`src/rtl/irq_router_pkg.sv`:
```
package irq_router_pkg;

    localparam int CPU_MAX   = 4;
    localparam int CPU_W     = 2;
    localparam int DATA_W    = 64;
    localparam int REG_SHIFT = 6;

    typedef enum logic [1:0] {
        ACC_BYTE  = 2'd0,
        ACC_HALF  = 2'd1,
        ACC_WORD  = 2'd2,
        ACC_DWORD = 2'd3
    } acc_size_e;

    typedef enum logic [1:0] {
        RS_NONE = 2'd0,
        RS_MASK = 2'd1,
        RS_PEND = 2'd2,
        RS_RAW  = 2'd3
    } rsel_kind_e;

    typedef struct packed {
        rsel_kind_e         kind;
        logic [CPU_W-1:0]   cpu;
    } rsel_t;

endpackage

```
`src/rtl/irq_raw_latch.sv`:
```
module irq_raw_latch #(
    parameter int NUM_SRC = 64
) (
    input  logic               clk,
    input  logic               rst,
    input  logic [NUM_SRC-1:0] src_assert,
    input  logic [NUM_SRC-1:0] src_deassert,
    output logic [NUM_SRC-1:0] raw_q,
    output logic [NUM_SRC-1:0] raw_next
);

    // assert has priority over deassert on the same line
    always_comb raw_next = (raw_q & ~src_deassert) | src_assert;

    always_ff @(posedge clk) begin
        if (rst) raw_q <= '0;
        else     raw_q <= raw_next;
    end

    // every asserted line is set after the edge
    a_r2_assert_sets: assert property (@(posedge clk) disable iff (rst)
        (src_assert != '0) |=> ((raw_q & $past(src_assert)) == $past(src_assert)));

    // deasserted lines without a colliding assert are cleared
    a_r3_deassert_clears: assert property (@(posedge clk) disable iff (rst)
        ((src_deassert & ~src_assert) != '0) |=>
        ((raw_q & $past(src_deassert & ~src_assert)) == '0));

    // spurious deassert leaves a clear bit clear
    a_r4_spurious_quiet: assert property (@(posedge clk) disable iff (rst)
        ((src_deassert & ~raw_q & ~src_assert) != '0) |=>
        ((raw_q & $past(src_deassert & ~raw_q & ~src_assert)) == '0));

endmodule

```
`src/rtl/irq_csr_decode.sv`:
```
module irq_csr_decode
    import irq_router_pkg::*;
#(
    parameter int NUM_CPU = 4,
    parameter int ADDR_W  = 12
) (
    input  logic              csr_valid,
    input  logic              csr_write,
    input  logic [ADDR_W-1:0] csr_addr,
    input  logic [1:0]        csr_size,
    output logic [NUM_CPU-1:0] mask_we,
    output rsel_t             rsel,
    output logic              err
);

    localparam int RIDX_W = ADDR_W - REG_SHIFT;
    localparam logic [RIDX_W-1:0] PEND_BASE = RIDX_W'(NUM_CPU);
    localparam logic [RIDX_W-1:0] RAW_IDX   = RIDX_W'(2 * NUM_CPU);

    logic [RIDX_W-1:0]    ridx;
    logic [REG_SHIFT-1:0] roff;
    logic [RIDX_W-1:0]    psub;

    assign ridx = csr_addr[ADDR_W-1:REG_SHIFT];
    assign roff = csr_addr[REG_SHIFT-1:0];
    assign psub = ridx - PEND_BASE;

    always_comb begin
        mask_we   = '0;
        rsel.kind = RS_NONE;
        rsel.cpu  = '0;
        err       = 1'b0;
        if (csr_valid) begin
            if (csr_size != 2'(ACC_DWORD) || roff != '0) begin
                err = 1'b1;
            end else if (ridx < PEND_BASE) begin
                rsel.cpu = ridx[CPU_W-1:0];
                if (csr_write) mask_we   = NUM_CPU'(1) << ridx;
                else           rsel.kind = RS_MASK;
            end else if (ridx < RAW_IDX) begin
                rsel.cpu = psub[CPU_W-1:0];
                if (csr_write) err       = 1'b1;
                else           rsel.kind = RS_PEND;
            end else if (ridx == RAW_IDX) begin
                if (csr_write) err       = 1'b1;
                else           rsel.kind = RS_RAW;
            end else begin
                err = 1'b1;
            end
        end
    end

endmodule

```
`src/rtl/irq_cpu_slice.sv`:
```
module irq_cpu_slice #(
    parameter int NUM_SRC = 64,
    parameter int IDX_W   = $clog2(NUM_SRC)
) (
    input  logic               clk,
    input  logic               rst,
    input  logic               mask_we,
    input  logic [NUM_SRC-1:0] wdata,
    input  logic [NUM_SRC-1:0] raw_next,
    output logic [NUM_SRC-1:0] mask_q,
    output logic [NUM_SRC-1:0] pend_q,
    output logic               irq,
    output logic [IDX_W-1:0]   low_idx
);

    logic [NUM_SRC-1:0] mask_d;

    function automatic logic [IDX_W-1:0] lowest_set(input logic [NUM_SRC-1:0] v);
        logic [IDX_W-1:0] r;
        r = '0;
        for (int i = NUM_SRC - 1; i >= 0; i--) begin
            if (v[i]) r = IDX_W'(i);
        end
        return r;
    endfunction

    assign mask_d = mask_we ? wdata : mask_q;

    always_ff @(posedge clk) begin
        if (rst) begin
            mask_q <= '0;
            pend_q <= '0;
        end else begin
            mask_q <= mask_d;
            pend_q <= mask_d & raw_next;
        end
    end

    assign irq     = |pend_q;
    assign low_idx = lowest_set(pend_q);

    // the reported index points at a pending bit
    a_r8_idx_pending: assert property (@(posedge clk) disable iff (rst)
        irq |-> pend_q[low_idx]);

    // no pending source reports index zero
    a_r8_idle_idx: assert property (@(posedge clk) disable iff (rst)
        !irq |-> (low_idx == '0));

    // the mask only moves on its own write enable
    a_r10_mask_hold: assert property (@(posedge clk) disable iff (rst)
        !mask_we |=> $stable(mask_q));

    // lowest index has no pending bit below it
    a_r8_lowest: assert property (@(posedge clk) disable iff (rst)
        irq |-> ((pend_q & ((NUM_SRC'(1) << low_idx) - NUM_SRC'(1))) == '0));

endmodule

```
`src/rtl/irq_router.sv`:
```
module irq_router
    import irq_router_pkg::*;
#(
    parameter int NUM_SRC = 64,
    parameter int NUM_CPU = 4,
    parameter int ADDR_W  = 12,
    parameter int IDX_W   = $clog2(NUM_SRC)
) (
    input  logic                     clk,
    input  logic                     rst,
    input  logic [NUM_SRC-1:0]       src_assert,
    input  logic [NUM_SRC-1:0]       src_deassert,
    input  logic                     csr_valid,
    input  logic                     csr_write,
    input  logic [ADDR_W-1:0]        csr_addr,
    input  logic [1:0]               csr_size,
    input  logic [NUM_SRC-1:0]       csr_wdata,
    output logic                     csr_ack,
    output logic                     csr_err,
    output logic [NUM_SRC-1:0]       csr_rdata,
    output logic [NUM_CPU-1:0]       cpu_irq,
    output logic [NUM_CPU*IDX_W-1:0] cpu_low_idx
);

    logic [NUM_SRC-1:0] raw_q;
    logic [NUM_SRC-1:0] raw_next;
    logic [NUM_SRC-1:0] mask_q [NUM_CPU];
    logic [NUM_SRC-1:0] pend_q [NUM_CPU];
    logic [NUM_CPU-1:0] mask_we;
    rsel_t              rsel;
    logic               dec_err;
    logic [NUM_SRC-1:0] rd_next;

    irq_raw_latch #(.NUM_SRC(NUM_SRC)) u_raw (
        .clk          (clk),
        .rst          (rst),
        .src_assert   (src_assert),
        .src_deassert (src_deassert),
        .raw_q        (raw_q),
        .raw_next     (raw_next)
    );

    irq_csr_decode #(.NUM_CPU(NUM_CPU), .ADDR_W(ADDR_W)) u_dec (
        .csr_valid (csr_valid),
        .csr_write (csr_write),
        .csr_addr  (csr_addr),
        .csr_size  (csr_size),
        .mask_we   (mask_we),
        .rsel      (rsel),
        .err       (dec_err)
    );

    for (genvar c = 0; c < NUM_CPU; c++) begin : g_cpu
        logic [IDX_W-1:0] idx_c;
        irq_cpu_slice #(.NUM_SRC(NUM_SRC), .IDX_W(IDX_W)) u_slice (
            .clk      (clk),
            .rst      (rst),
            .mask_we  (mask_we[c]),
            .wdata    (csr_wdata),
            .raw_next (raw_next),
            .mask_q   (mask_q[c]),
            .pend_q   (pend_q[c]),
            .irq      (cpu_irq[c]),
            .low_idx  (idx_c)
        );
        assign cpu_low_idx[c*IDX_W +: IDX_W] = idx_c;

        // pending tracks mask and raw from the other two blocks
        a_r5_pend_tracks: assert property (@(posedge clk) disable iff (rst)
            pend_q[c] == (mask_q[c] & raw_q));
    end

    always_comb begin
        unique case (rsel.kind)
            RS_MASK: rd_next = mask_q[rsel.cpu];
            RS_PEND: rd_next = pend_q[rsel.cpu];
            RS_RAW:  rd_next = raw_q;
            default: rd_next = '0;
        endcase
    end

    always_ff @(posedge clk) begin
        if (rst) begin
            csr_ack   <= 1'b0;
            csr_err   <= 1'b0;
            csr_rdata <= '0;
        end else begin
            csr_ack   <= csr_valid;
            csr_err   <= dec_err;
            csr_rdata <= rd_next;
        end
    end

    // wrong access size is answered with an error
    a_r7_bad_size: assert property (@(posedge clk) disable iff (rst)
        (csr_valid && csr_size != 2'(ACC_DWORD)) |=> (csr_err && csr_ack));

    // a failing access touches no mask
    a_r7_err_no_write: assert property (@(posedge clk) disable iff (rst)
        dec_err |-> (mask_we == '0));

    // every response follows a request by one cycle
    a_r6_ack_timing: assert property (@(posedge clk) disable iff (rst)
        csr_ack |-> $past(csr_valid));

    // error data is zero
    a_r7_err_zero: assert property (@(posedge clk) disable iff (rst)
        csr_err |-> (csr_rdata == '0));

endmodule

```
`config.mk`:
```
export PLATFORM = sky130hd
export DESIGN_NAME = irq_router
export DESIGN_NICKNAME = d
export VERILOG_FILES = /design/src/rtl/irq_router_pkg.sv /design/src/rtl/irq_raw_latch.sv /design/src/rtl/irq_csr_decode.sv /design/src/rtl/irq_cpu_slice.sv /design/src/rtl/irq_router.sv
export SDC_FILE = /design/constraint.sdc
export NUM_CORES = 2
export LEC_CHECK = 0
export ABC_CLOCK_PERIOD_IN_PS = 6100
export BUFFER_PORTS_ARGS = -buffer_cell sky130_fd_sc_hd__clkbuf_2
export CAP_MARGIN = 40
export CORE_UTILIZATION = 55
export DETAILED_ROUTE_END_ITERATION = 16
export HOLD_SLACK_MARGIN = 0.05
export PLACE_DENSITY = 0.76
export SLEW_MARGIN = 20
export SYNTH_ARGS = -nofsm -noshare
export SYNTH_HDL_FRONTEND = slang
export SYNTH_SLANG_ARGS = --single-unit
```
`constraint.sdc`:
```
create_clock -name clk -period 6.1 [get_ports clk]
set_clock_uncertainty 0.2 [all_clocks]
set_input_delay 1.22 -clock clk [delete_from_list [all_inputs] [get_ports clk]]
set_output_delay 1.22 -clock clk [all_outputs]
set_load 0.05 [all_outputs]
```
# After elaboration in Yosys (flattened, before gate mapping)
# Cells that the tools add are included.
[classes]
addsub = 1
magnitude_cmp = 3
n_eq_ne = 5
shifts = 1
mux = 285
bitwise = 9
reduce_logical = 7
[ops]
columns = ["cell", "count"]
rows = [
  ["$mux 6", 256],
  ["$mux 64", 8],
  ["$and 64x64->64", 5],
  ["$bmux 64 s2", 2],
  ["$reduce_or 64->1", 4],
  ["$pmux 64 s3", 1],
  ["$not 64->64", 1],
  ["$or 64x64->64", 1],
  ["$mux 4", 7],
  ["$mux 2", 5],
  ["$eq 6x4->1 const B", 1],
  ["$lt 6x3->1 const B", 1],
  ["$lt 6x4->1 const B", 1],
  ["$mux 1", 6],
  ["$reduce_bool 6->1", 1],
  ["$shl 1x6->4 const A", 1],
  ["$eq 2x2->1 const B", 2],
  ["$ge 3x3->1 const B", 1],
  ["$not 2->3", 1],
  ["$eq 2x1->1 const B", 1],
  ["$ne 2x2->1 const B", 1],
  ["$reduce_or 2->1", 1],
  ["$sub 2x1->2 const B", 1],
  ["$logic_or 1x1->1", 1],
  ["$not 1->1", 1],
]
[totals]
register_bits = 642
inputBits = 210
output_inout_bits = 94
elab_cells = 323

# Logic depth before layout (Yosys ltp)
[depth]
ltp_word = 64
ltp_mapped = 11
mapped_depth_nobuf = 6

# Modules after synthesis
# A second synthesis with hierarchy kept.
[hier_totals]
cells_unflattened = 2857
area_unflattened_um2 = 28199.5
[modules_own_cells]
columns = ["module", "n_inst", "cells_per_inst", "area_each_um2", "seq_area_each_um2"]
rows = [
  ["irq_cpu_slice", 4, 481, 4789.6, 2562.5],
  ["irq_router", 1, 584, 5962.0, 1321.3],
  ["irq_raw_latch", 1, 327, 2876.5, 1281.2],
  ["irq_csr_decode", 1, 22, 202.7, 0.0],
]

# Least setup slack after synthesis
# No wires, ideal clock.
[synth_timing]
path_kind = "register to output"
startpoint = "register g_cpu[2].u_slice.pend_q[50]"
endpoint = "output cpu_low_idx[14]"
arrival_ns = 2.372
required_time_ns = 4.680
slack_ns = 2.308
stages_incl_launch_ff = 6
n_path_buf = 0
path_cell_list = "dfxtp_1 > or4_1 > o21ba_2 > o21ai_0 > a21oi_1 > o21ai_0"
[synth_between]
elab_chain_len = 51
[synth_rtl]
columns = ["element", "line", "rtl"]
rows = [
  ["from (decl)", "irq_cpu_slice.sv:11", "output logic [NUM_SRC-1:0] pend_q,"],
  ["from (signal assigned)", "irq_cpu_slice.sv:35", "pend_q <= mask_d & raw_next;"],
  ["$mux 6 (51 in series)", "irq_cpu_slice.sv:22", "if (v[i]) r = IDX_W'(i);"],
  ["to (decl)", "irq_router.sv:22", "output logic [NUM_CPU*IDX_W-1:0] cpu_low_idx"],
]
# Every way passes these cells.

# Worst setup path after layout
[layout_timing]
startpoint = "register g_cpu[3].u_slice.pend_q[56]"
endpoint = "output cpu_low_idx[20]"
[layout_between]
elab_chain_len = 57
[layout_rtl]
columns = ["element", "line"]
rows = [
  ["from (decl)", "irq_cpu_slice.sv:11"],
  ["from (signal assigned)", "irq_cpu_slice.sv:35"],
  ["$mux 6 (57 in series)", "irq_cpu_slice.sv:22"],
]
# Every way passes these cells.

==> summary.txt <==
# resized after CTS -> 0
Register-to-Register Path Depth -> 4
Via-to-Cell Ratio -> 6.268
Max-Cap Viols -> 0
Unrepaired setup endpoints after global routing -> false
Setup CP Type -> reg2out
Aggregate negative setup slack -> 0 ns
Count of state elements after synthesis -> 642
Cell Count, Final, Fillers Out -> 4034
Core region area -> 48850 sq um
Cell-by-cell listing of the critical path -> nor4_1 -> a21oi_1 -> o21ai_0 -> a31o_2 -> a31oi_1 -> o21ai_0 -> clkbuf_2
Worst slew slack as a fraction of its limit -> 39.32%
Final count of pins violating max slew -> 0
Pin count of the biggest net entering global routing -> 127
Standard-cell rows -> 81
Number of H-tree levels -> 3
Top Ports -> 304
Delay-heaviest family, CP -> compound AO/OA/AOI/OAI gates
Post-Synthesis Cells -> 3061
Most frequent CP cell -> sky130_fd_sc_hd__o21ai_0
LEAKAGE -> 13.80 nW
Chip width -> 224.3 um
Maximum vdd ir drop -> 0.2740 mV
Per-cell routed wire length -> 23.79 um
Number of global-route vias before repair -> 24540
Antenna fix cells -> 0
Initial DRC Count -> 3042
Total of fill cells in the finished design -> 4028
CTS buffer count -> 67
GR Util All Layers -> 37.33%
Number of remaining DRC errors -> 0
Area of the mapped netlist -> 27190 sq um
Hold Violations, Final -> 0
Total setup buffers inserted after CTS -> 0
Prevailing post-synth register cell -> sky130_fd_sc_hd__dfxtp_1
Worst EP arrival -> 3.36 ns
Number of cells traversed by the worst hold path -> 1
CP startpoint kind -> flip-flop
Wire length of the first global-routing pass -> 143100 um
Portion of the post-synthesis area used by sequential elements -> 47.27%
Area taken by multi-input logic gates -> 13000 sq um
TritonCTS clock tree -> done
Transition time at the pin with the least slew margin -> 0.9020 ns
Beginning of the worst register-to-register path -> g_cpu[3].u_slice.pend_q[37]
Number of sinks handled by clock tree synthesis -> 642
Critical Path Slowest Stage Cell -> sky130_fd_sc_hd__nor4_1
Port buffer count -> 303
Final wirelength -> 95970 um
Reg-to-reg setup timing slack -> 4.63 ns
Cells after DPL -> 3912
Final period demand of the worst path -> 4.781 ns
Path category of the worst min-delay check -> reg2reg
Peak per-stage delay on the critical path -> 0.68 ns
Layout cell share with drive strength beyond 1 -> 14.33%
Clock network latency to the later pin of the worst-skew pair -> 0.62 ns
Proportion of netlist area held by the largest area contributor -> 47.27%
Final weighted congestion in routability-driven placement -> 0.9807
Post-detailed-placement half-perimeter wirelength -> 65270 um
Final setup viols -> 0
Die height -> 224.3 um
Period utilization -> 78.38%
Clock root buffer -> sky130_fd_sc_hd__clkbuf_16
Residual overflow from global routing -> 0
Number of warnings printed during yosys synthesis -> 0
Critical path required time -> 4.68 ns
Endpoint with the worst hold slack -> csr_rdata[59]
Count of hold buffers inserted by post-cts repair -> 0
Initial antenna violation count -> 0
Number of unique standard cell types used by synthesis -> 69
Cell accounting for the most synthesized area -> sky130_fd_sc_hd__dfxtp_1
Crit Path Max Fanout -> 4
Vias after detailed routing -> 25290
Starting utilization of the core area -> 55.66%
Initial DRT Pass Iterations -> 9
Async set-reset flop share out of synthesis -> 0%
Number of synthesized flops with an enable pin -> 0
Beginning of the worst hold path -> u_raw.raw_q[59]
Flip-flop and latch area -> 12850 sq um
Leading cell types by total area after synthesis -> sky130_fd_sc_hd__dfxtp_1 47%, sky130_fd_sc_hd__mux2i_1 13%, sky130_fd_sc_hd__nor2_1 8.7%, sky130_fd_sc_hd__nand2_1 3.1%, sky130_fd_sc_hd__a21oi_1 2.9%
Peak Freq -> 209.1 MHz
CTS clock-pin slew for the worst setup and hold paths -> 0.06 ns
Mapped Nets -> 3271
Floorplan die area -> 50330 sq um
Post-Synthesis Mean Instance Area -> 8.882 sq um
Total power density per cell area -> 275.6 nW/um^2
Number of nets in the finished design -> 3533
Outcome -> finished, final reports clean
Area growth from synthesis to layout -> 15.58%
Type of destination of the critical path -> output pin
Clock buffer depth -> 3
Antenna-violating nets left -> 0
Critical path buffer and inverter count -> 1
R2r endpoint -> csr_rdata[37]
==> synth_stat cells (all sizes together), types with 4 or more instances <==
master and instances:
a221oi 4, a31o 4, nor2 633, nor4 76
o311ai 5, a211oi 11, nor3 55, and2 6
inv 107, and4 5, or4 15, o21ai 124
a2111o 20, mux2i 340, nor2b 78, dfxtp 642
buf 80, a31oi 6, a211o 44, o211ai 12
o2111ai 6, o21bai 76, and3 9, nand2b 4
clkbuf 81, a2111oi 6, o31ai 16, nand3 87
o221ai 68, a21o 20, nand2 223, a21oi 156
nand4b 5
==> through the flow <==
step,utilization [%],power (W),hold WS (ns),setup WS [ns],area (sq um)
finish,64.33,0.008660,0.2629,1.319,31420
global route,64.33,0.008864,0.2846,1.354,31420
CTS,64.22,0.008655,0.2743,1.452,31370
detailed placement,59.67,0.004579,0.2567,1.582,29150
global placement,59.17,0.004569,0.2485,1.504,28900
floorplan,-,0.004437,0.2349,2.308,27190
==> worst reg2reg max path: stages (launching register included) <==
cell and delay, ns:
sky130_fd_sc_hd__dfxtp_1 0.38, sky130_fd_sc_hd__and3_1 0.17, sky130_fd_sc_hd__a21oi_1 0.22, sky130_fd_sc_hd__o22ai_2 0.12
sky130_fd_sc_hd__a221o_1 0.28
==> worst max-delay path by stage <==
stage                                            from                           to  slack [ns]  cells past startpoint
after floorplan           g_cpu[2].u_slice.pend_q[50]              cpu_low_idx[14]        2.31                      5
after global placement                    csr_addr[9]                csr_rdata[23]        1.50                      8
after detailed placement                  csr_addr[3]  g_cpu[3].u_slice.mask_q[25]        1.58                      9
after CTS                 g_cpu[3].u_slice.pend_q[56]              cpu_low_idx[20]        1.45                      7
after global routing      g_cpu[3].u_slice.pend_q[59]              cpu_low_idx[20]        1.35                      7
final                     g_cpu[3].u_slice.pend_q[56]              cpu_low_idx[20]        1.32                      7
==> logic make-up after synthesis <==
kind of cell	share of synthesized area [%]
muxes	12.56
DFF	47.27
AOI/OAI and AO/OA	14.99
buffers and inverters	5.186
and+or+nand+nor	19.99
==> cell type report <==
type                       instances  area share (%)
multi-input combinational       2151           41.37
sequential                       642           40.90
timing repair buffer             354           6.733
clock buffer                      96           6.367
tap                              664           2.644
inverter                         107           1.278
clock inverter                    20          0.7127
==> power by group <==
part / switching, W / leakage [nW] / internal [W]
Sequential: 0.0000170 / 5.19 / 0.00422
Combinational: 0.000165 / 7.52 / 0.0000923
Clock: 0.00171 / 1.09 / 0.00245
==> layout by cell type (no fill, tap or decap), types with 23 or more instances in the layout <==
master,instances
sky130_fd_sc_hd__nor3_1,52
sky130_fd_sc_hd__o21ai_0,115
sky130_fd_sc_hd__dfxtp_1,642
sky130_fd_sc_hd__mux2i_1,340
sky130_fd_sc_hd__o221ai_1,68
sky130_fd_sc_hd__inv_1,107
sky130_fd_sc_hd__clkbuf_2,307
sky130_fd_sc_hd__clkbuf_16,71
sky130_fd_sc_hd__nor2_1,632
sky130_fd_sc_hd__a21oi_1,155
sky130_fd_sc_hd__o21bai_1,76
sky130_fd_sc_hd__nor2b_1,78
sky130_fd_sc_hd__nand2_1,222
sky130_fd_sc_hd__nand3_1,85
sky130_fd_sc_hd__nor4_1,72
sky130_fd_sc_hd__buf_4,23
sky130_fd_sc_hd__a211o_1,44
==> flip-flops by register name, summed over array words and instances (netlist names) <==
signal	count
csr_ack	1
csr_err	1
csr_rdata	64
g_cpu.u_slice.mask_q	256
g_cpu.u_slice.pend_q	256
u_raw.raw_q	64
==> metal layers <==
metal | vias up | part of all wire [%] | routed length (um) | track usage (%)
met5 | - | 0 | 0 | 0
met4 | 0 | 5.3 | 5085 | 20.08
met3 | 319 | 11 | 10910 | 7.890
met2 | 1696 | 44 | 41990 | 57.45
met1 | 12010 | 40 | 38000 | 49.07
li1 | 11270 | - | - | -
(Power assumes the default switching activity.)
